File: src/rtl/serial_dma_pkg.sv
package serial_dma_pkg;
  localparam logic [31:0] PORT_ID = 32'hC51D0001;

  localparam int IX_ID   = 0;
  localparam int IX_DATA = 1;
  localparam int IX_FCNT = 2;
  localparam int IX_IEN  = 3;
  localparam int IX_TXA  = 4;
  localparam int IX_TXN  = 5;
  localparam int IX_RXA  = 6;
  localparam int IX_RXN  = 7;

  localparam int STAT_W = 3;

  typedef enum logic [1:0] {
    ENG_IDLE   = 2'd0,
    ENG_TX     = 2'd1,
    ENG_DRAIN  = 2'd2,
    ENG_DIRECT = 2'd3
  } eng_state_e;
endpackage

File: src/rtl/sdp_fifo.sv
module sdp_fifo #(
  parameter int DEPTH = 16,
  parameter int W     = 8,
  localparam int AW   = (DEPTH > 1) ? $clog2(DEPTH) : 1,
  localparam int CW   = $clog2(DEPTH + 1)
) (
  input  logic          clk,
  input  logic          rst,
  input  logic          push,
  input  logic [W-1:0]  din,
  input  logic          pop,
  output logic [W-1:0]  dout,
  output logic          full,
  output logic          empty,
  output logic [CW-1:0] count
);
  logic [W-1:0]  store [DEPTH];
  logic [AW-1:0] wr_q, rd_q;
  logic [CW-1:0] cnt_q;

  function automatic logic [AW-1:0] step(input logic [AW-1:0] p);
    return (p == AW'(DEPTH - 1)) ? '0 : p + 1'b1;
  endfunction

  // storage without reset so it maps onto distributed RAM
  always_ff @(posedge clk) begin
    if (push) store[wr_q] <= din;
  end

  always_ff @(posedge clk) begin
    if (rst) begin
      wr_q  <= '0;
      rd_q  <= '0;
      cnt_q <= '0;
    end else begin
      if (push) wr_q <= step(wr_q);
      if (pop)  rd_q <= step(rd_q);
      case ({push, pop})
        2'b10:   cnt_q <= cnt_q + 1'b1;
        2'b01:   cnt_q <= cnt_q - 1'b1;
        default: cnt_q <= cnt_q;
      endcase
    end
  end

  assign dout  = store[rd_q];
  assign full  = (cnt_q == CW'(DEPTH));
  assign empty = (cnt_q == '0);
  assign count = cnt_q;

  a_r4_no_overflow: assert property (@(posedge clk) disable iff (rst)
    push |-> !full);
  a_r2_no_underflow: assert property (@(posedge clk) disable iff (rst)
    pop |-> !empty);
endmodule

File: src/rtl/sdp_dma.sv
module sdp_dma
  import serial_dma_pkg::*;
#(
  parameter int MEM_AW = 32,
  parameter int CNT_W  = 32
) (
  input  logic              clk,
  input  logic              rst,
  input  logic              wr_txa,
  input  logic              wr_txn,
  input  logic              wr_rxa,
  input  logic              wr_rxn,
  input  logic              wr_data,
  input  logic [31:0]       wdata,
  input  logic              bus_active,
  input  logic              f_empty,
  input  logic              f_full,
  input  logic [7:0]        f_head,
  output logic              f_push,
  output logic [7:0]        f_din,
  output logic              f_pop,
  input  logic              rx_valid,
  input  logic [7:0]        rx_data,
  output logic              rx_ready,
  output logic              tx_valid,
  output logic [7:0]        tx_data,
  input  logic              tx_ready,
  output logic              mem_req,
  output logic              mem_we,
  output logic [MEM_AW-1:0] mem_addr,
  output logic [7:0]        mem_wdata,
  input  logic [7:0]        mem_rdata,
  input  logic              mem_ack,
  output logic              busy,
  output logic [MEM_AW-1:0] tx_addr,
  output logic [MEM_AW-1:0] rx_addr,
  output logic [CNT_W-1:0]  rx_left
);
  eng_state_e        state_q;
  logic [CNT_W-1:0]  tx_left_q;
  logic [7:0]        hold_q;
  logic              ack, direct_ok, take_direct, rx_fifo_mode;

  assign ack          = mem_req && mem_ack;
  assign rx_fifo_mode = (rx_left == '0);
  assign direct_ok    = !rx_fifo_mode && (state_q == ENG_IDLE) && !bus_active;
  assign rx_ready     = rx_fifo_mode ? !f_full : direct_ok;
  assign take_direct  = rx_valid && direct_ok;
  assign f_push       = rx_valid && rx_fifo_mode && !f_full;
  assign f_din        = rx_data;
  assign f_pop        = (state_q == ENG_DRAIN) && ack;
  assign busy         = (state_q != ENG_IDLE);

  always_comb begin
    mem_req   = 1'b0;
    mem_we    = 1'b0;
    mem_addr  = rx_addr;
    mem_wdata = hold_q;
    unique case (state_q)
      ENG_TX: begin
        mem_req  = !tx_valid;
        mem_addr = tx_addr;
      end
      ENG_DRAIN: begin
        mem_req   = !rx_fifo_mode && !f_empty;
        mem_we    = 1'b1;
        mem_wdata = f_head;
      end
      ENG_DIRECT: begin
        mem_req = 1'b1;
        mem_we  = 1'b1;
      end
      default: ;
    endcase
  end

  always_ff @(posedge clk) begin
    if (rst) begin
      state_q   <= ENG_IDLE;
      tx_left_q <= '0;
      hold_q    <= '0;
      tx_addr   <= '0;
      rx_addr   <= '0;
      rx_left   <= '0;
      tx_valid  <= 1'b0;
      tx_data   <= '0;
    end else begin
      if (tx_valid && tx_ready) tx_valid <= 1'b0;
      if (wr_data) begin
        tx_valid <= 1'b1;
        tx_data  <= wdata[7:0];
      end
      if (wr_txa) tx_addr <= wdata[MEM_AW-1:0];
      if (wr_rxa) rx_addr <= wdata[MEM_AW-1:0];
      unique case (state_q)
        ENG_IDLE: begin
          if (wr_txn && (wdata[CNT_W-1:0] != '0)) begin
            tx_left_q <= wdata[CNT_W-1:0];
            state_q   <= ENG_TX;
          end else if (wr_rxn) begin
            rx_left <= wdata[CNT_W-1:0];
            state_q <= ENG_DRAIN;
          end else if (take_direct) begin
            hold_q  <= rx_data;
            state_q <= ENG_DIRECT;
          end
        end
        ENG_TX: begin
          if (ack) begin
            tx_data   <= mem_rdata;
            tx_valid  <= 1'b1;
            tx_addr   <= tx_addr + 1'b1;
            tx_left_q <= tx_left_q - 1'b1;
            if (tx_left_q == CNT_W'(1)) state_q <= ENG_IDLE;
          end
        end
        ENG_DRAIN: begin
          if (ack) begin
            rx_addr <= rx_addr + 1'b1;
            rx_left <= rx_left - 1'b1;
          end else if (rx_fifo_mode || f_empty) begin
            state_q <= ENG_IDLE;
          end
        end
        ENG_DIRECT: begin
          if (ack) begin
            rx_addr <= rx_addr + 1'b1;
            rx_left <= rx_left - 1'b1;
            state_q <= ENG_IDLE;
          end
        end
        default: state_q <= ENG_IDLE;
      endcase
    end
  end

  a_r12_mem_hold: assert property (@(posedge clk) disable iff (rst)
    (mem_req && !mem_ack) |=> (mem_req && $stable(mem_addr) && $stable(mem_we) && $stable(mem_wdata)));
  a_r3_tx_hold: assert property (@(posedge clk) disable iff (rst)
    (tx_valid && !tx_ready) |=> (tx_valid && $stable(tx_data)));
  a_r9_bypass_fifo: assert property (@(posedge clk) disable iff (rst)
    (rx_left != '0) |-> !f_push);
  a_r7_tx_addr_step: assert property (@(posedge clk) disable iff (rst)
    (mem_req && mem_ack && !mem_we) |=> (tx_addr == $past(tx_addr) + 1'b1));
endmodule

File: src/rtl/sdp_irq.sv
module sdp_irq #(
  parameter int N = 3
) (
  input  logic         clk,
  input  logic         rst,
  input  logic [N-1:0] status,
  input  logic [N-1:0] enable,
  output logic         irq
);
  always_ff @(posedge clk) begin
    if (rst) irq <= 1'b0;
    else     irq <= |(status & enable);
  end

  a_r6_masked_quiet: assert property (@(posedge clk) disable iff (rst)
    (enable == '0) |=> !irq);
endmodule

File: src/rtl/serial_dma_port.sv
module serial_dma_port
  import serial_dma_pkg::*;
#(
  parameter int FIFO_DEPTH = 16,
  parameter int BUS_AW     = 12,
  parameter int MEM_AW     = 32,
  parameter int CNT_W      = 32,
  localparam int IXW       = BUS_AW - 2,
  localparam int FCW       = $clog2(FIFO_DEPTH + 1)
) (
  input  logic              clk,
  input  logic              rst,
  input  logic              bus_req,
  input  logic              bus_we,
  input  logic [BUS_AW-1:0] bus_addr,
  input  logic [31:0]       bus_wdata,
  output logic [31:0]       bus_rdata,
  output logic              bus_wait,
  output logic [7:0]        tx_data,
  output logic              tx_valid,
  input  logic              tx_ready,
  input  logic [7:0]        rx_data,
  input  logic              rx_valid,
  output logic              rx_ready,
  output logic              mem_req,
  output logic              mem_we,
  output logic [MEM_AW-1:0] mem_addr,
  output logic [7:0]        mem_wdata,
  input  logic [7:0]        mem_rdata,
  input  logic              mem_ack,
  output logic              irq
);
  logic [IXW-1:0]    idx;
  logic              acc, rd_acc, wr_acc, eng_busy;
  logic              f_push, f_pop, f_pop_eng, f_pop_bus, f_full, f_empty;
  logic [7:0]        f_din, f_head;
  logic [FCW-1:0]    f_count;
  logic [MEM_AW-1:0] tx_addr, rx_addr;
  logic [CNT_W-1:0]  rx_left;
  logic [STAT_W-1:0] ien_q, status;
  logic [31:0]       rd_val;
  logic              unused_addr_lsb;

  assign unused_addr_lsb = ^bus_addr[1:0];
  assign idx      = bus_addr[BUS_AW-1:2];
  assign bus_wait = bus_req && (eng_busy ||
                    (bus_we && (idx == IXW'(IX_DATA)) && tx_valid));
  assign acc      = bus_req && !bus_wait;
  assign rd_acc   = acc && !bus_we;
  assign wr_acc   = acc && bus_we;

  assign f_pop_bus = rd_acc && (idx == IXW'(IX_DATA)) && !f_empty;
  assign f_pop     = f_pop_bus || f_pop_eng;

  sdp_fifo #(.DEPTH(FIFO_DEPTH), .W(8)) u_fifo (
    .clk, .rst,
    .push(f_push), .din(f_din), .pop(f_pop), .dout(f_head),
    .full(f_full), .empty(f_empty), .count(f_count)
  );

  sdp_dma #(.MEM_AW(MEM_AW), .CNT_W(CNT_W)) u_dma (
    .clk, .rst,
    .wr_txa (wr_acc && (idx == IXW'(IX_TXA))),
    .wr_txn (wr_acc && (idx == IXW'(IX_TXN))),
    .wr_rxa (wr_acc && (idx == IXW'(IX_RXA))),
    .wr_rxn (wr_acc && (idx == IXW'(IX_RXN))),
    .wr_data(wr_acc && (idx == IXW'(IX_DATA))),
    .wdata  (bus_wdata),
    .bus_active(bus_req),
    .f_empty, .f_full, .f_head, .f_push, .f_din, .f_pop(f_pop_eng),
    .rx_valid, .rx_data, .rx_ready,
    .tx_valid, .tx_data, .tx_ready,
    .mem_req, .mem_we, .mem_addr, .mem_wdata, .mem_rdata, .mem_ack,
    .busy(eng_busy), .tx_addr, .rx_addr, .rx_left
  );

  always_ff @(posedge clk) begin
    if (rst) ien_q <= '0;
    else if (wr_acc && (idx == IXW'(IX_IEN))) ien_q <= bus_wdata[STAT_W-1:0];
  end

  assign status = {rx_left == '0, 1'b1, !f_empty};

  sdp_irq #(.N(STAT_W)) u_irq (
    .clk, .rst, .status, .enable(ien_q), .irq
  );

  always_comb begin
    rd_val = '0;
    case (idx)
      IXW'(IX_ID):   rd_val = PORT_ID;
      IXW'(IX_DATA): rd_val = f_empty ? 32'hFFFF_FFFF : {24'd0, f_head};
      IXW'(IX_FCNT): rd_val = 32'(f_count);
      IXW'(IX_IEN):  rd_val = 32'(ien_q);
      IXW'(IX_TXA):  rd_val = 32'(tx_addr);
      IXW'(IX_RXA):  rd_val = 32'(rx_addr);
      IXW'(IX_RXN):  rd_val = 32'(rx_left);
      default:       rd_val = '0;
    endcase
  end

  always_ff @(posedge clk) begin
    if (rst)         bus_rdata <= '0;
    else if (rd_acc) bus_rdata <= rd_val;
  end

  a_r10_stall_busy: assert property (@(posedge clk) disable iff (rst)
    (bus_req && eng_busy) |-> bus_wait);
  a_r1_id_value: assert property (@(posedge clk) disable iff (rst)
    (rd_acc && (idx == IXW'(IX_ID))) |=> (bus_rdata == PORT_ID));
  a_r2_empty_read: assert property (@(posedge clk) disable iff (rst)
    (rd_acc && (idx == IXW'(IX_DATA)) && f_empty) |=> (bus_rdata == 32'hFFFF_FFFF));
  a_r8_no_bus_pop_busy: assert property (@(posedge clk) disable iff (rst)
    f_pop_eng |-> !f_pop_bus);
endmodule

File: config.mk
export PLATFORM = sky130hd
export DESIGN_NAME = serial_dma_port
export DESIGN_NICKNAME = d
export VERILOG_FILES = /design/src/rtl/serial_dma_pkg.sv /design/src/rtl/sdp_fifo.sv /design/src/rtl/sdp_dma.sv /design/src/rtl/sdp_irq.sv /design/src/rtl/serial_dma_port.sv
export SDC_FILE = /design/constraint.sdc
export NUM_CORES = 1
export LEC_CHECK = 0
export ABC_AREA = 1
export BUFFER_PORTS_ARGS = -buffer_cell sky130_fd_sc_hd__clkbuf_2
export CAP_MARGIN = 20
export CORE_UTILIZATION = 54
export CTS_CLUSTER_DIAMETER = 200
export DETAILED_ROUTE_END_ITERATION = 8
export PLACE_DENSITY_LB_ADDON = 0.15
export SYNTH_ARGS = -nofsm -noshare
export SYNTH_HDL_FRONTEND = slang
export SYNTH_SLANG_ARGS = --single-unit
File: constraint.sdc
create_clock -name clk -period 9.58 [get_ports clk]
set_clock_uncertainty 0.2 [all_clocks]
set_input_delay 0.479 -clock clk [delete_from_list [all_inputs] [get_ports clk]]
set_output_delay 0.479 -clock clk [all_outputs]
set_load 0.02 [all_outputs]
; Word-level counts from Yosys, hierarchy flattened
; Memory sizes are Yosys's and may differ from the RTL's. A register that Yosys moved wholly into a read port is not among the register bits.
; Cells that the tools add are included.
[totals]
reg_bits = 196
ram_bits = 128
out_inout_bits = 86
wordCells = 144
n_memories = 1
[mem_list]
columns = memory, depth, width, read_ports, rd_ports_with_merged_regs, write_ports, line_no
row1 = u_fifo.store, 16, 8, 1, 1, 1, sdp_fifo.sv:17  ; logic [W-1:0] store [DEPTH];
[classes]
addsub = 8
eq_ne = 26
n_mux = 43
n_bitwise = 3
n_reduce_logical = 49
[ops]
columns = cell, n
row1 = 32-bit two-way mux, 13
row2 = 32-bit one-hot mux with 7 select lines, 1
row3 = 32-bit one-hot mux with 2 select lines, 2
row4 = 32-bit by 1-bit adder with 32-bit output (second input constant), 2
row5 = 32-bit by 1-bit subtractor with 32-bit output (second input constant), 2
row6 = 10-bit by 3-bit equality test with 1-bit output (second input constant), 4
row7 = 32-bit by 1-bit equality test with 1-bit output (second input constant), 1
row8 = 32-bit logical NOT, 1
row9 = 8-bit two-way mux, 4
row10 = 32-bit nonzero test, 1
row11 = 1-bit logical AND, 24
row12 = 10-bit by 2-bit equality test with 1-bit output (second input constant), 2
row13 = 2-bit two-way mux, 8
row14 = 4-bit two-way mux, 4
row15 = 10-bit by 1-bit equality test with 1-bit output (second input constant), 1
row16 = 10-bit logical NOT, 1
row17 = 2-bit by 1-bit inequality test with 1-bit output (second input constant), 5
row18 = 5-bit one-hot mux with 2 select lines, 1
row19 = 4-bit by 1-bit adder with 4-bit output (second input constant), 2
row20 = 4-bit equality test (second input constant), 2
row21 = 1-bit two-way mux, 8
row22 = 2-bit inequality test (second input constant), 4
row23 = 2-bit one-hot mux with 4 select lines, 1
row24 = 4-bit AND reduction, 2
row25 = other kinds (18), 33

; Longest topological paths before layout
[depth]
ltp_word = 13
depth_mapped = 20
ltp_nobuf = 20

; Modules after synthesis
; Synthesis repeated with hierarchy kept, for this count alone.
[unflattened]
hier_cells = 2770
hier_area_um2 = 19522.5
[by_module_without_submodules]
columns = mod, instances, cells_each, area_each_um2, seq_area_each_um2
row1 = sdp_dma, 1, 1796, 10651.5, 2942.8
row2 = sdp_fifo, 1, 540, 6165.9, 4184.0
row3 = serial_dma_port, 1, 426, 2657.5, 700.7
row4 = sdp_irq, 1, 8, 47.5, 20.0

; Worst setup path after synthesis
; No wires, ideal clock.
[synth_path]
path_type = register to register
start = register u_dma.rx_left[0]
end = register u_fifo.cnt_q[4], in the netlist u_fifo.count[4]
setup_ns = 0.070
t_arrival_ns = 2.748
slack_ns = 6.561
stages_incl_launch_ff = 21
n_path_buf = 0
path_cell_list = dfxtp_1 -> inv_1 -> ha_1 -> nand2_2 -> nor2_4 -> nand2_2 -> o21ai_4 -> a21boi_4 -> nand2_1 -> nand2_1 -> ha_1 -> xor2_1 -> ha_1 -> inv_1 -> nand2_1 -> nand2_1 -> nand2_1 -> a21oi_1 -> xor2_1 -> nand2_1 -> a21oi_1
[synth_between]
elab_chain_cells = 9
[synth_rtl]
columns = element, line_no
row1 = "start, declared", sdp_dma.sv:37  ; output logic [CNT_W-1:0] rx_left
row2 = "start signal, assigned", sdp_dma.sv:101  ; rx_left <= wdata[CNT_W-1:0];
row3 = "start signal, assigned", sdp_dma.sv:120  ; rx_left <= rx_left - 1'b1;
row4 = "start signal, assigned", sdp_dma.sv:128  ; rx_left <= rx_left - 1'b1;
row5 = 32-bit logical NOT (*), sdp_dma.sv:45  ; assign rx_fifo_mode = (rx_left == '0);
row6 = 1-bit logical NOT, sdp_dma.sv:65  ; mem_req = !rx_fifo_mode && !f_empty;
row7 = 1-bit logical AND, sdp_dma.sv:65
row8 = 1-bit one-hot mux with 3 select lines, sdp_dma.sv:59  ; unique case (state_q)
row9 = 1-bit logical AND, sdp_dma.sv:44  ; assign ack = mem_req && mem_ack;
row10 = 1-bit logical AND, sdp_dma.sv:51  ; assign f_pop = (state_q == ENG_DRAIN) && ack;
row11 = 1-bit logical OR, serial_dma_port.sv:53  ; assign f_pop = f_pop_bus || f_pop_eng;
row12 = 2-bit by 1-bit equality test with 1-bit output / 2-bit equality test (equally long branches), sdp_fifo.sv:38  ; case ({push, pop})
row13 = 5-bit one-hot mux with 2 select lines / 2-bit nonzero test (equally long branches), --
row14 = "end signal, assigned", sdp_fifo.sv:39  ; 2'b10: cnt_q <= cnt_q + 1'b1;
row15 = "end signal, assigned", sdp_fifo.sv:40  ; 2'b01: cnt_q <= cnt_q - 1'b1;
row16 = "end signal, assigned", sdp_fifo.sv:41  ; default: cnt_q <= cnt_q;
row17 = "end, declared", sdp_fifo.sv:19  ; logic [CW-1:0] cnt_q;
; Every way passes the cells marked *; elsewhere a longest branch is shown, timed or not.
; A chain may end at the register's enable or synchronous reset.

; Worst setup path in the final report
[layout_path]
start = register u_dma.state_q[1]
end = register u_fifo.cnt_q[4], in the netlist u_fifo.count[4]
[layout_between]
elab_chain_cells = 11
[layout_rtl]
columns = element, line_no
row1 = "start, declared", sdp_dma.sv:39  ; eng_state_e state_q;
row2 = "start signal, assigned", sdp_dma.sv:79  ; state_q <= ENG_IDLE;
row3 = "start signal, assigned", sdp_dma.sv:99  ; state_q <= ENG_TX;
row4 = "start signal, assigned", sdp_dma.sv:102  ; state_q <= ENG_DRAIN;
row5 = 2-bit nonzero test, sdp_dma.sv:52  ; assign busy = (state_q != ENG_IDLE);
row6 = 1-bit logical OR, serial_dma_port.sv:46  ; assign bus_wait = bus_req && (eng_busy ||
row7 = 1-bit logical AND, serial_dma_port.sv:46
row8 = 1-bit logical NOT, serial_dma_port.sv:48  ; assign acc = bus_req && !bus_wait;
row9 = 1-bit logical AND, serial_dma_port.sv:48
row10 = 1-bit logical AND, serial_dma_port.sv:49  ; assign rd_acc = acc && !bus_we;
row11 = 1-bit logical AND (2 in series), serial_dma_port.sv:52  ; assign f_pop_bus = rd_acc && (idx == IXW'(IX_DATA)) && !f_empty;
row12 = 1-bit logical OR (*), serial_dma_port.sv:53
row13 = 2-bit by 1-bit equality test with 1-bit output / 2-bit equality test (equally long branches), sdp_fifo.sv:38
row14 = 5-bit one-hot mux with 2 select lines / 2-bit nonzero test (equally long branches), --
; Marked as above.

==> results.rst <==
.. list-table::
   :header-rows: 1

   * - Metric
     - Value
   * - Input/output buffers
     - 150
   * - Worst-Skew Late Latency
     - 550 ps
   * - Final critical-path setup slack
     - 4897 ps
   * - Crit share post-route
     - 48.89%
   * - Post-CTS sizing
     - 0
   * - Startpoint kind of the worst setup timing path
     - register
   * - N_diodes
     - 0
   * - Net count of the mapped netlist
     - 2730
   * - Setup tns final
     - 0 ps
   * - Gate count of the mapped netlist
     - 2649
   * - Class of the tightest hold or removal check
     - input pin to register
   * - Number of top-level design ports
     - 153
   * - First-pass iteration count of the detailed router
     - 6
   * - Clock root buffer master
     - sky130_fd_sc_hd__clkbuf_16
   * - Cell type with the largest total area after synthesis
     - sky130_fd_sc_hd__dfxtp_1
   * - Setup slack at placement
     - 5069 ps
   * - Post-DR vias/cell
     - 5.788
   * - Max_slew headroom
     - 27.07%
   * - Maximum number of pins on one net before global-route repair
     - 96
   * - Shortest clock period the worst path allows after layout
     - 4683 ps
   * - Routed wirelength normalized by instance count
     - 20.49 µm
   * - Initial antenna violation count
     - 0
   * - GRT overflow
     - 0
   * - Fin nets
     - 2807
   * - CTS H-tree depth
     - 2
   * - Setup CP Type
     - register to register
   * - Ys Warns
     - 0
   * - Slew Viols, Final
     - 0
   * - Die outline height
     - 188.1 µm
   * - Highest achievable clock rate
     - 0.2135 GHz
   * - Worst setup EP type
     - register
   * - Wire length of the first global-routing pass
     - 99710 µm
   * - Max-cap check violation count
     - 0
   * - Deepest clock path buffer count
     - 3
   * - Routability cong.
     - 0.9784
   * - Die width
     - 188.1 µm
   * - Number of CTS-inserted buffers
     - 38
   * - Initial DRC Count
     - 1823
   * - Maximum fanout count along the critical path
     - 53
   * - Global-route usage over all layers
     - 36.84%
   * - FF+latch count, synth
     - 328
   * - Reported net switching power
     - 0.0008864 W
   * - Proportion of netlist area held by the largest area contributor
     - 21.41%
   * - DRC viols
     - 0
   * - Count of final hold-check violations
     - 0
   * - Number of enable-type register cells in the synthesized netlist
     - 128
   * - Number of nets with antenna violations after detailed routing
     - 0
   * - Data arrival time of the critical path
     - 4950 ps
   * - Seq pwr share
     - 45.1%
   * - Post-DP HPWL
     - 47030 µm
   * - Vias in the first global route
     - 17220
   * - Setup repair after global routing missed its margin
     - no
   * - Leakage power total
     - 8.915 nW
   * - Sequential fraction of the synthesis area
     - 41.96%
   * - Combinational share of power
     - 10.7%
   * - Placeable core area
     - 0.03378 mm²
   * - Run status
     - finished, final reports clean
   * - Most frequent cells after synthesis
     - sky130_fd_sc_hd__nand2_1 (553), sky130_fd_sc_hd__nor2_1 (380), sky130_fd_sc_hd__inv_1 (302), sky130_fd_sc_hd__o21ai_0 (275), sky130_fd_sc_hd__dfxtp_1 (200)
   * - Share of total power in the clock network
     - 44.3%
   * - Worst endpoint required time
     - 9850 ps
   * - Post-synthesis instance area
     - 0.01870 mm²
   * - Crit-path max cell delay
     - 1030 ps
   * - Critical-path cell list
     - inv_2 > nor2_4 > nand2_1 > clkinv_1 > o21ai_4 > a21boi_4 > nand2_1 > nand2_1 > ha_1 > xor2_1 > ha_1 > inv_1 > nand2_1 > nand2_1 > nand2_1 > a21oi_1 > xor2_1 > nand2_1 > a21oi_1
   * - Final setup violating endpoints
     - 0
   * - Transition time of the tightest slew-check pin
     - 1091 ps
   * - DIE AREA
     - 0.03539 mm²
   * - Peak supply drop
     - 0.1375 mV
   * - Via total after detailed routing
     - 18540
   * - Cells taking the most area after synthesis
     - sky130_fd_sc_hd__dfxtp_1 (21%), sky130_fd_sc_hd__edfxtp_1 (21%), sky130_fd_sc_hd__nand2_1 (11%), sky130_fd_sc_hd__nor2_1 (7.6%), sky130_fd_sc_hd__o21ai_0 (7.4%)
   * - Starting Density
     - 55.36%
   * - Register clock-pin slew on the reported worst setup and hold paths
     - 60 ps
   * - Post-synthesis async set-or-reset flop share
     - 0%
   * - Syn Area/Cell
     - 7.061 µm²
   * - Dominant cell by count in the synthesized netlist
     - sky130_fd_sc_hd__nand2_1
   * - Fraction of layout cells with a size suffix above 1
     - 9.837%
   * - Critical path's slowest cell
     - sky130_fd_sc_hd__dfxtp_2
   * - Buffers inserted by post-CTS timing repair
     - 0
   * - Power density of the placed cells
     - 159.9 mW/mm²
   * - Total wire length after detailed routing
     - 65630 µm
   * - Quantity of hold-fixing buffers added after cts
     - 0
   * - Placement Rows
     - 67
   * - Distinct cells, synth
     - 46
   * - Most frequently used flop master after synthesis
     - sky130_fd_sc_hd__dfxtp_1
   * - Switching Fraction
     - 26.63%
   * - Cell internal power dissipation
     - 0.002442 W
   * - Area growth, synth to finish
     - 11.29%
   * - TritonCTS clock tree
     - yes
   * - Clock sinks
     - 328
   * - CP dominant cell by count
     - sky130_fd_sc_hd__nand2_1
critical path: cells and delay by family (launching register included):
kind | cells | cell delay [ps]
xor+xnor | 2 | 290
flops | 1 | 1030
compound gates | 4 | 590
simple gates | 8 | 1330
buf+inv | 3 | 630
fa+ha+maj | 2 | 500
cell type report:
class	instances	area [µm²]
flip-flops and latches	328	7854
multi-input cells	1882	9112
fillers	3225	12970
well taps	448	560.5
clock buffers	48	1060
clock inverters	21	191.4
inverters	310	1167
repair buffers	166	870.8
state kept, by name, indices dropped and copies added (netlist names), named ones only:
signal / flops
ien_q: 3
u_fifo.rd_q: 4
u_irq.irq: 1
u_dma.tx_addr: 32
u_dma.tx_data: 8
u_dma.tx_left_q: 32
u_dma.state_q: 2
u_dma.hold_q: 8
u_dma.tx_valid: 1
u_dma.rx_left: 32
u_dma.rx_addr: 32
u_fifo.store: 128
bus_rdata: 32
u_fifo.wr_q: 4
u_fifo.count: 5
stage by stage:
step	util (%)	hold WS (ps)	cell area, µm²	cells	total power [W]
6_report	61.62	62.25	20820	3203	0.003328
3_3_place_gp	57.91	235.4	19570	3134	0.001870
4_1_cts	61.62	46.75	20820	3203	0.003330
3_5_place_dp	57.91	238.8	19570	3134	0.001874
5_1_grt	61.62	67.99	20820	3203	0.003431
2_1_floorplan	-	224.5	18700	2649	0.001749
kinds of logic (layout without fill, tap and decap cells):
logic type / Yosys count / in the layout / share of synthesized area, %
AOI/OAI and AO/OA: 593 / 593 / 17.56
and+or+nand+nor: 1201 / 1201 / 26.70
adders and majority gates: 14 / 14 / 0.9365
DFF: 328 / 328 / 41.96
xor gates and xnor gates: 74 / 74 / 3.465
buffers and inverters: 439 / 545 / 9.379
path summary, 6_finish.rpt:
kind / end / slack (ps) / depth (start not counted) / start
worst max-delay path: u_fifo.count[4] / 4900 / 19 / u_dma.state_q[1]
worst min-delay path: u_dma.tx_data[1] / 60 / 5 / mem_rdata[1]
worst max register to register: u_fifo.count[4] / 4900 / 19 / u_dma.state_q[1]
worst min register to register: u_dma.hold_q[3] / 250 / 2 / u_dma.hold_q[3]
layer usage:
layer | GRT usage [%] | wire length [µm] | up-vias
met3 | 5.877 | 5179 | 216
li1 | - | - | 8897
met1 | 46.40 | 26400 | 8581
met5 | 0 | 0 | -
met2 | 57.66 | 29060 | 844
met4 | 26.11 | 4984 | 0
layout by cell type, fill, tap and decap left out, types with 16 or more instances in the layout:
| cell type | instances |
|---|---|
| sky130_fd_sc_hd__nand3_1 | 151 |
| sky130_fd_sc_hd__o211ai_1 | 69 |
| sky130_fd_sc_hd__nor2_1 | 378 |
| sky130_fd_sc_hd__a21oi_1 | 164 |
| sky130_fd_sc_hd__nand4_1 | 28 |
| sky130_fd_sc_hd__o21ai_0 | 275 |
| sky130_fd_sc_hd__dfxtp_1 | 197 |
| sky130_fd_sc_hd__clkbuf_16 | 39 |
| sky130_fd_sc_hd__edfxtp_1 | 128 |
| sky130_fd_sc_hd__nand2_1 | 553 |
| sky130_fd_sc_hd__inv_1 | 301 |
| sky130_fd_sc_hd__xor2_1 | 61 |
| sky130_fd_sc_hd__nor3_1 | 48 |
| sky130_fd_sc_hd__o21ai_1 | 26 |
| sky130_fd_sc_hd__clkbuf_2 | 150 |
| sky130_fd_sc_hd__buf_4 | 16 |
power groups by stage:
stage	Sequential, W	Clock (W)	Combinational, W
floorplan	0.00152	0	0.000228
global placement	0.00153	0	0.000342
detailed placement	0.00153	0	0.000346
CTS	0.00150	0.00148	0.000348
global route	0.00150	0.00154	0.000392
finish	0.00150	0.00147	0.000355
Power figures use the tool's default switching activity.
